==> src/rtl/mfm_pkg.sv <==
package mfm_pkg;

    localparam int SLOT_W = 6;
    localparam int DATA_W = 16;
    localparam int REG_W  = 5;

    localparam logic [SLOT_W-1:0] SL_PRE_END   = 6'd31;
    localparam logic [SLOT_W-1:0] SL_ST_ZERO   = 6'd32;
    localparam logic [SLOT_W-1:0] SL_ST_ONE    = 6'd33;
    localparam logic [SLOT_W-1:0] SL_OP_A      = 6'd34;
    localparam logic [SLOT_W-1:0] SL_OP_B      = 6'd35;
    localparam logic [SLOT_W-1:0] SL_ADDR_END  = 6'd40;
    localparam logic [SLOT_W-1:0] SL_REG_END   = 6'd45;
    localparam logic [SLOT_W-1:0] SL_TA_FIRST  = 6'd46;
    localparam logic [SLOT_W-1:0] SL_RD_FIRST  = 6'd47;
    localparam logic [SLOT_W-1:0] SL_RD_LAST   = 6'd62;
    localparam logic [SLOT_W-1:0] SL_WR_FIRST  = 6'd48;
    localparam logic [SLOT_W-1:0] SL_LAST      = 6'd63;

    typedef enum logic [1:0] {
        PH_IDLE = 2'd0,
        PH_LOW  = 2'd1,
        PH_HIGH = 2'd2
    } phase_t;

    typedef struct packed {
        phase_t              phase;
        logic [SLOT_W-1:0]   slot;
        logic                rd;
        logic [REG_W-1:0]    regn;
        logic [DATA_W-1:0]   wdata;
        logic [DATA_W-1:0]   shift;
        logic [DATA_W-1:0]   rdata;
        logic                done;
    } mfm_state_t;

endpackage

==> src/rtl/mfm_divider.sv <==
module mfm_divider #(
    parameter int MDC_HALF = 3
) (
    input  logic clk,
    input  logic rst_n,
    input  logic run_i,
    output logic tick_o
);
    localparam int CNT_W = (MDC_HALF > 1) ? $clog2(MDC_HALF) : 1;
    localparam logic [CNT_W-1:0] CNT_LAST = CNT_W'(MDC_HALF - 1);

    logic [CNT_W-1:0] cnt_d, cnt_q;
    logic             tick;

    always_comb begin
        tick  = run_i && (cnt_q == CNT_LAST);
        cnt_d = cnt_q;
        if (!run_i || tick) cnt_d = '0;
        else                cnt_d = cnt_q + 1'b1;
    end

    always_ff @(posedge clk or negedge rst_n) begin
        if (!rst_n) cnt_q <= '0;
        else        cnt_q <= cnt_d;
    end

    assign tick_o = tick;

    generate
        if (MDC_HALF > 1) begin : g_spacing
            // a phase never ends on two consecutive clocks
            p_tick_spacing_r2: assert property (@(posedge clk) disable iff (!rst_n)
                tick_o |=> !tick_o);
        end
    endgenerate

endmodule

==> src/rtl/mfm_slot_map.sv <==
module mfm_slot_map
    import mfm_pkg::*;
(
    input  logic [SLOT_W-1:0] slot_i,
    input  logic              rd_i,
    input  logic [REG_W-1:0]  regn_i,
    input  logic [DATA_W-1:0] wdata_i,
    output logic              drv_o,
    output logic              oe_o,
    output logic              cap_o
);
    logic [SLOT_W-1:0] reg_idx;
    logic [SLOT_W-1:0] dat_idx;

    always_comb begin
        reg_idx = SL_REG_END - slot_i;
        dat_idx = SL_LAST - slot_i;
        drv_o   = 1'b0;
        oe_o    = 1'b0;
        cap_o   = 1'b0;
        if (slot_i <= SL_PRE_END) begin
            oe_o  = 1'b1;
            drv_o = 1'b1;
        end else if (slot_i == SL_ST_ZERO) begin
            oe_o  = 1'b1;
        end else if (slot_i == SL_ST_ONE) begin
            oe_o  = 1'b1;
            drv_o = 1'b1;
        end else if (slot_i == SL_OP_A) begin
            oe_o  = 1'b1;
            drv_o = rd_i;
        end else if (slot_i == SL_OP_B) begin
            oe_o  = 1'b1;
            drv_o = !rd_i;
        end else if (slot_i <= SL_ADDR_END) begin
            oe_o  = 1'b1;
        end else if (slot_i <= SL_REG_END) begin
            oe_o  = 1'b1;
            drv_o = regn_i[reg_idx[2:0]];
        end else if (rd_i) begin
            cap_o = (slot_i >= SL_RD_FIRST) && (slot_i <= SL_RD_LAST);
        end else if (slot_i >= SL_WR_FIRST) begin
            oe_o  = 1'b1;
            drv_o = wdata_i[dat_idx[3:0]];
        end
    end

endmodule

==> src/rtl/mdio_frame_master.sv <==
module mdio_frame_master
    import mfm_pkg::*;
#(
    parameter int MDC_HALF = 3
) (
    input  logic        clk,
    input  logic        rst_n,
    input  logic        start_i,
    input  logic        rd_sel_i,
    input  logic [4:0]  reg_i,
    input  logic [15:0] wdata_i,
    input  logic        mdio_i,
    output logic        mdc_o,
    output logic        mdio_o,
    output logic        mdio_oe,
    output logic [15:0] rdata_o,
    output logic        busy_o,
    output logic        done_o
);
    mfm_state_t s_d, s_q;
    logic       tick;
    logic       run;
    logic       map_drv, map_oe, map_cap;

    assign run = (s_q.phase != PH_IDLE);

    mfm_divider #(.MDC_HALF(MDC_HALF)) u_div (
        .clk    (clk),
        .rst_n  (rst_n),
        .run_i  (run),
        .tick_o (tick)
    );

    mfm_slot_map u_map (
        .slot_i  (s_q.slot),
        .rd_i    (s_q.rd),
        .regn_i  (s_q.regn),
        .wdata_i (s_q.wdata),
        .drv_o   (map_drv),
        .oe_o    (map_oe),
        .cap_o   (map_cap)
    );

    always_comb begin
        s_d      = s_q;
        s_d.done = 1'b0;
        unique case (s_q.phase)
            PH_IDLE: begin
                if (start_i) begin
                    s_d.phase = PH_LOW;
                    s_d.slot  = '0;
                    s_d.rd    = rd_sel_i;
                    s_d.regn  = reg_i;
                    s_d.wdata = wdata_i;
                    s_d.shift = '0;
                end
            end
            PH_LOW: begin
                if (tick) s_d.phase = PH_HIGH;
            end
            PH_HIGH: begin
                if (tick) begin
                    if (map_cap) s_d.shift = {s_q.shift[DATA_W-2:0], mdio_i};
                    if (s_q.slot == SL_LAST) begin
                        s_d.phase = PH_IDLE;
                        s_d.done  = 1'b1;
                        if (s_q.rd) s_d.rdata = s_q.shift;
                    end else begin
                        s_d.slot  = s_q.slot + 1'b1;
                        s_d.phase = PH_LOW;
                    end
                end
            end
            default: s_d.phase = PH_IDLE;
        endcase
    end

    always_ff @(posedge clk or negedge rst_n) begin
        if (!rst_n) begin
            s_q       <= '0;
            s_q.phase <= PH_IDLE;
        end else begin
            s_q <= s_d;
        end
    end

    assign mdc_o   = (s_q.phase == PH_HIGH);
    assign mdio_oe = run && map_oe;
    assign mdio_o  = run && map_oe && map_drv;
    assign rdata_o = s_q.rdata;
    assign busy_o  = run;
    assign done_o  = s_q.done;

    // released and quiet whenever no frame runs
    p_idle_quiet_r1: assert property (@(posedge clk) disable iff (!rst_n)
        !busy_o |-> (!mdc_o && !mdio_o && !mdio_oe));

    // pad outputs hold across an MDC high phase
    p_hold_high_r8: assert property (@(posedge clk) disable iff (!rst_n)
        (mdc_o && $past(mdc_o)) |-> ($stable(mdio_o) && $stable(mdio_oe)));

    // nothing driven without the enable
    p_no_drive_off_r8: assert property (@(posedge clk) disable iff (!rst_n)
        !mdio_oe |-> !mdio_o);

    // single-cycle done with busy already low
    p_done_pulse_r9: assert property (@(posedge clk) disable iff (!rst_n)
        done_o |=> !done_o);
    p_done_idle_r9: assert property (@(posedge clk) disable iff (!rst_n)
        done_o |-> !busy_o);

    // command fields frozen for the whole frame
    p_fields_hold_r10: assert property (@(posedge clk) disable iff (!rst_n)
        (busy_o && $past(busy_o)) |-> ($stable(s_q.rd) && $stable(s_q.regn) && $stable(s_q.wdata)));

    // turnaround cycle of a read leaves the line released
    p_ta_release_r6: assert property (@(posedge clk) disable iff (!rst_n)
        (busy_o && s_q.rd && s_q.slot >= SL_TA_FIRST) |-> !mdio_oe);

    // read data only moves at the end of a read
    p_rdata_hold_r11: assert property (@(posedge clk) disable iff (!rst_n)
        !(done_o && s_q.rd) |-> (rdata_o == $past(rdata_o)) || $past(!rst_n));

endmodule

==> config.mk <==
export PLATFORM = sky130hd
export DESIGN_NAME = mdio_frame_master
export DESIGN_NICKNAME = d
export VERILOG_FILES = /design/src/rtl/mfm_pkg.sv /design/src/rtl/mfm_divider.sv /design/src/rtl/mfm_slot_map.sv /design/src/rtl/mdio_frame_master.sv
export SDC_FILE = /design/constraint.sdc
export NUM_CORES = 1
export LEC_CHECK = 0
export ABC_CLOCK_PERIOD_IN_PS = 3700
export BUFFER_PORTS_ARGS = -buffer_cell sky130_fd_sc_hd__buf_2
export CORE_MARGIN = 2
export CORE_UTILIZATION = 62
export DETAILED_ROUTE_END_ITERATION = 8
export PLACE_DENSITY = 0.84
export RECOVER_POWER = 25
export SYNTH_ARGS = -nofsm -noshare
export SYNTH_HDL_FRONTEND = slang
export SYNTH_HIERARCHICAL = 1
export SYNTH_SLANG_ARGS = --single-unit
==> constraint.sdc <==
create_clock -name clk -period 3.7 [get_ports clk]
set_input_delay 0.185 -clock clk [delete_from_list [all_inputs] [get_ports clk]]
set_output_delay 0.185 -clock clk [all_outputs]
set_load 0.1 [all_outputs]
; Word level (Yosys, flattened, before mapping)
; Index checks and enable logic that the tools add are counted.
[totals]
reg_bits = 65
inputBits = 26
wordCells = 93
[op_classes]
n_addsub = 4
n_lt_le_gt_ge = 8
eq_ne = 13
n_mux = 44
reduce_logical = 15
[ops]
columns = operator, count
row1 = $mux 46, 1
row2 = $mux 33, 1
row3 = $mux 16, 2
row4 = $pmux 16 s2, 1
row5 = $eq 6x6->1 const B, 5
row6 = $mux 1, 30
row7 = $le 6x6->1 const B, 3
row8 = $mux 17, 1
row9 = $ge 6x6->1 const B, 2
row10 = $pmux 6 s2, 1
row11 = $reduce_and 4->1, 3
row12 = $mux 8, 1
row13 = $add 6x1->6 const B, 1
row14 = $le 6x5->1 const B, 1
row15 = $mux 6, 1
row16 = $ne 2x2->1 const B, 3
row17 = $pmux 2 s3, 1
row18 = $lt 4x5->1 const B, 1
row19 = $bmux 1 s4, 1
row20 = $eq 2x2->1 const B, 2
row21 = $logic_and 1x1->1, 4
row22 = $lt 3x4->1 const B, 1
row23 = $mux 2, 2
row24 = $ne 2x1->1 const B, 2
row25 = other kinds (11), 13

; Longest topological paths before layout
[depth]
word_depth = 13
ltp_mapped = 9
ltp_nobuf = 8

; Modules after synthesis
; Netlist, hierarchy kept.
[modules_own_cells]
columns = module, n_inst, cells_each, area_each_um2, seq_area_each_um2
row1 = mdio_frame_master, 1, 227, 2855.2, 1576.5
row2 = mfm_slot_map, 1, 51, 401.6, 0.0
row3 = mfm_divider, 1, 7, 97.6, 50.0

; Least setup slack after synthesis
; No wires, ideal clock.
[synth_path]
path_type = register to output
from = register s_q[56] (netlist bit)
to = output mdio_o
t_arrival_ns = 2.416
path_slack_ns = 1.099
stages_incl_launch_ff = 9
cell_sequence = dfrtp_1 inv_1 ha_1 mux2_2 nand2_1 a31oi_1 a31oi_1 a22oi_1 and3_1
[synth_via]
elab_chain_len = 13
word_cells_on_any_way = 34
cone_classes = 2 x add/sub / 4 x order compare / 4 x eq/ne / 22 x mux / 2 x reduce/logical
[synth_rtl]
columns = item, line_no
row1 = from (decl), mdio_frame_master.sv:20  ; mfm_state_t s_d, s_q;
row2 = $sub 4x4->4, mfm_slot_map.sv:17  ; dat_idx = SL_LAST - slot_i;
row3 = $bmux 1 s4, mfm_slot_map.sv:44  ; drv_o = wdata_i[dat_idx[3:0]];
row4 = $mux 1 (implied by the code), mfm_slot_map.sv:44
row5 = $mux 1, mfm_slot_map.sv:42  ; end else if (slot_i >= SL_WR_FIRST) begin
row6 = $mux 1, mfm_slot_map.sv:40  ; end else if (rd_i) begin
row7 = $mux 1, mfm_slot_map.sv:37  ; end else if (slot_i <= SL_REG_END) begin
row8 = $mux 1, mfm_slot_map.sv:35  ; end else if (slot_i <= SL_ADDR_END) begin
row9 = $mux 1, mfm_slot_map.sv:32  ; end else if (slot_i == SL_OP_B) begin
row10 = $mux 1, mfm_slot_map.sv:29  ; end else if (slot_i == SL_OP_A) begin
row11 = $mux 1, mfm_slot_map.sv:26  ; end else if (slot_i == SL_ST_ONE) begin
row12 = $mux 1, mfm_slot_map.sv:24  ; end else if (slot_i == SL_ST_ZERO) begin
row13 = $mux 1 *, mfm_slot_map.sv:21  ; if (slot_i <= SL_PRE_END) begin
row14 = net map_drv, mdio_frame_master.sv:23  ; logic map_drv, map_oe, map_cap;
row15 = $logic_and 1x1->1 *, mdio_frame_master.sv:89  ; assign mdio_o = run && map_oe && map_drv;
row16 = to (decl), mdio_frame_master.sv:14  ; output logic mdio_o,
; Mark *: on every way through the listed nets, which the timed path passes. The rest lies on a longest branch. The select of a mux whose other input is x is not followed.

; Worst setup path after layout
; Same ends and word-level chain as after synthesis.

==> out/qor.yml <==
run_status:
  outcome: "complete, but fails checks"
  violations: "capacitance limit, slew limit"
routing:
  vias_per_cell: 5.67
  dr.pass1.iters: 4
  drt_iter0_drc: 211
  wl_per_cell_um: 15.7
  post-route-drc-count: 0
  wirelength_um: 6120
  ant_nets: 0
  vias: 2210
timing:
  worstMarginPinSlew_ns: 1.51
  max_freq_ghz: 0.336
  fin_tns_setup_ns: 0
  worst_slack_ns: 0.721
  finalSetupViolations: 0
  rsz0062_at_grt: "false"
  slew_viol_final: 28
  hold_violations: 0
  period_share_pct: 80.5
  finalCriticalPeriod_ns: 2.98
  relSlewSlack_pct: -0.338
  clock_skew_ns: 0.00514
cells_and_area:
  syn_to_final_growth_pct: 8.84
  num_antenna_cells: 0
  drive_gt1_share_pct: 32.2
  nNetsFinal: 346
synthesis:
  synth_fa_ha_area_share_pct: 1.49
  synth.area.top_cells: "dfrtp_1, mux2_2, mux2i_1, buf_4, mux2_4"
  synth_compound_area_share_pct: 7.20
  yosysSeqAreaShare_pct: 48.5
  synth-simple-area-share_pct: 10.0
  yosysTopAreaCell: "dfrtp_1"
  synth-edff-count: 0
  synthFlopType: "dfrtp_1"
  async_flop_share_pct: 100
  syn-cell-area_mm2: 0.00335
  synth.most_common_cell: "dfrtp_1"
  syn_inst: 285
  synth_cell_types: 50
  ys_ff_latch: 65
  synth.avg_cell_area_um2: 11.8
  synth.top_cells.by_count: "dfrtp_1, mux2_2, inv_1, nand2_1, buf_4"
  yosysWarnings: 6
  synth_top_family_by_area: "multiplexers"
  muxShareOfSynthArea_pct: 23.1
  yosys.area.top_type_share_pct: 48.5
  syn_nets: 315
  synthXorXnorAreaFrac_pct: 0.261
grt:
  grt_max_degree: 39
  overflow: 0
  grt_pass1_vias: 2250
  grt_usage_pct: 22.6
  antenna_found_initial: 0
  grt_pass1_wl_um: 10500
cts:
  cts_buffers: 9
  clock_path_buffers: 2
  clock-sinks: 65
  htree_levels: 3
  cts_root_buf: "clkbuf_8"
  clk_pin_slew_ns: 0.07
  clk-insertion-delay-late_ns: 0.34
  cts_tree: "built"
  cts_setup_buffers: 0
die:
  coreArea_mm2: 0.00517
  ios: 47
  die_area_mm2: 0.00601
  die_x_um: 77.6
  fp.dieH_um: 77.6
  num_rows: 26
  initial_core_util_pct: 64.9
job:
  cap_violations: 1
power:
  pwr-share-seq_pct: 45.6
  swShare_pct: 36.4
  p_leak_nw: 1.66
  clkPwrFrac_pct: 23.4
  p_int_mw: 1.51
  pwr-share-comb_pct: 31.0
  p_switching_uw: 862
  ir_drop_mv: 0.503
  power.density_mw_per_mm2: 649
min_path:
  hp-class: "input pin to flop"
placement:
  dp_slack_ns: 1.11
  numPortBuffers: 46
  gp_congestion: 0.821
  hpwlAfterDp_um: 4030
critical_path:
  arrival_ns: 2.79
  worstPathMaxFanout: 14
  startpoint_type: "flop"
  worst-endpoint-required_ns: 3.51
  cp-end-kind: "output pin"
  path_class: "flop to output pin"
## final timing paths
kind                                 from        endpoint  slack, ns  cells past startpoint
setup reg to reg                  s_q[62]     rdata_o[13]       1.01                      6
setup / recovery                  s_q[56]          mdio_o       0.72                      9
max in group asynchronous           rst_n         s_q[55]       1.76                      3
hold reg to reg            u_div/cnt_q[0]  u_div/cnt_q[0]       0.44                      1
min in group asynchronous           rst_n      rdata_o[2]       0.73                      2
hold / removal                wdata_i[12]         s_q[45]       0.07                      2
## final cells by class
cell class | instances | area [um^2]
Clock inverter | 2 | 12.5
Sequential cell | 65 | 1630
Clock buffer | 13 | 169
Inverter | 26 | 97.6
Timing Repair Buffer | 50 | 251
Multi-Input combinational cell | 164 | 1410
Fill cell | 361 | 1520
Tap cell | 70 | 87.6
## power by group through the flow
stage	sequential, mW	clock, mW	combinational [mW]
3_5_place_dp	1.09	0	0.736
3_3_place_gp	1.08	0	0.706
5_1_grt	1.11	0.610	0.787
6_report	1.08	0.555	0.734
4_1_cts	1.08	0.564	0.743
2_1_floorplan	0.979	0	0.694
## cells by family after synthesis
family,after synthesis
AO/OA/AOI/OAI,34
XOR/XNOR,1
adder cells (fa/ha/maj),4
buffers and inverters,56
flip-flops,65
multiplexers,65
AND/OR/NAND/NOR,60
## sequential cells by signal, summed over array words and instances (netlist names)
signal       flops
done_o           1
rdata_o         16
s_q             46
u_div/cnt_q      2
## what timing repair did
item,CTS,global route
setup endpoints to repair,0,0
endpoints found under the hold margin,27,0
resized for setup,0,0
hold buffers,1,0
## critical path, stage by stage (launching register included)
cell and delay [ns]:
dfrtp_1 0.58, inv_1 0.17, ha_1 0.36, mux2_2 0.23
nand2_1 0.05, a31oi_1 0.21, a31oi_1 0.10, a22oi_1 0.15
and3_1 0.18, buf_2 0.42
## layer usage
layer / routed length (um) / vias up / global-route usage [%]
li1: - / 1038 / -
met1: 2830 / 1089 / 30.1
met2: 2870 / 69 / 33.6
met3: 305 / 14 / 7.56
met4: 109 / 0 / 10.7
met5: 0 / - / 0
## cells in the final DEF (no fill, tap or decap), drive strengths merged, types with 4 or more instances in the layout
| master | instances |
|---|---|
| dfrtp | 65 |
| mux2 | 44 |
| buf | 40 |
| inv | 26 |
| nand2 | 24 |
| clkbuf | 22 |
| mux2i | 19 |
| nand3 | 8 |
| o21ai | 7 |
| a21oi | 6 |
| nor2 | 5 |
| ha | 4 |
| a2111oi | 4 |
## per-stage QoR
| step | total power, mW | hold WS (ns) | instance area (um^2) | util [%] | cells |
|---|---|---|---|---|---|
| finish | 2.37 | 0.0674 | 3650 | 70.6 | 390 |
| global route | 2.50 | 0.0566 | 3650 | 70.6 | 390 |
| CTS | 2.38 | 0.0576 | 3670 | 70.9 | 390 |
| detailed placement | 1.82 | 0.232 | 3480 | 67.2 | 374 |
| global placement | 1.78 | 0.229 | 3480 | 67.2 | 374 |
| floorplan | 1.67 | -0.111 | 3350 | - | 285 |
No activity file was read; power rests on OpenSTA's default activity.
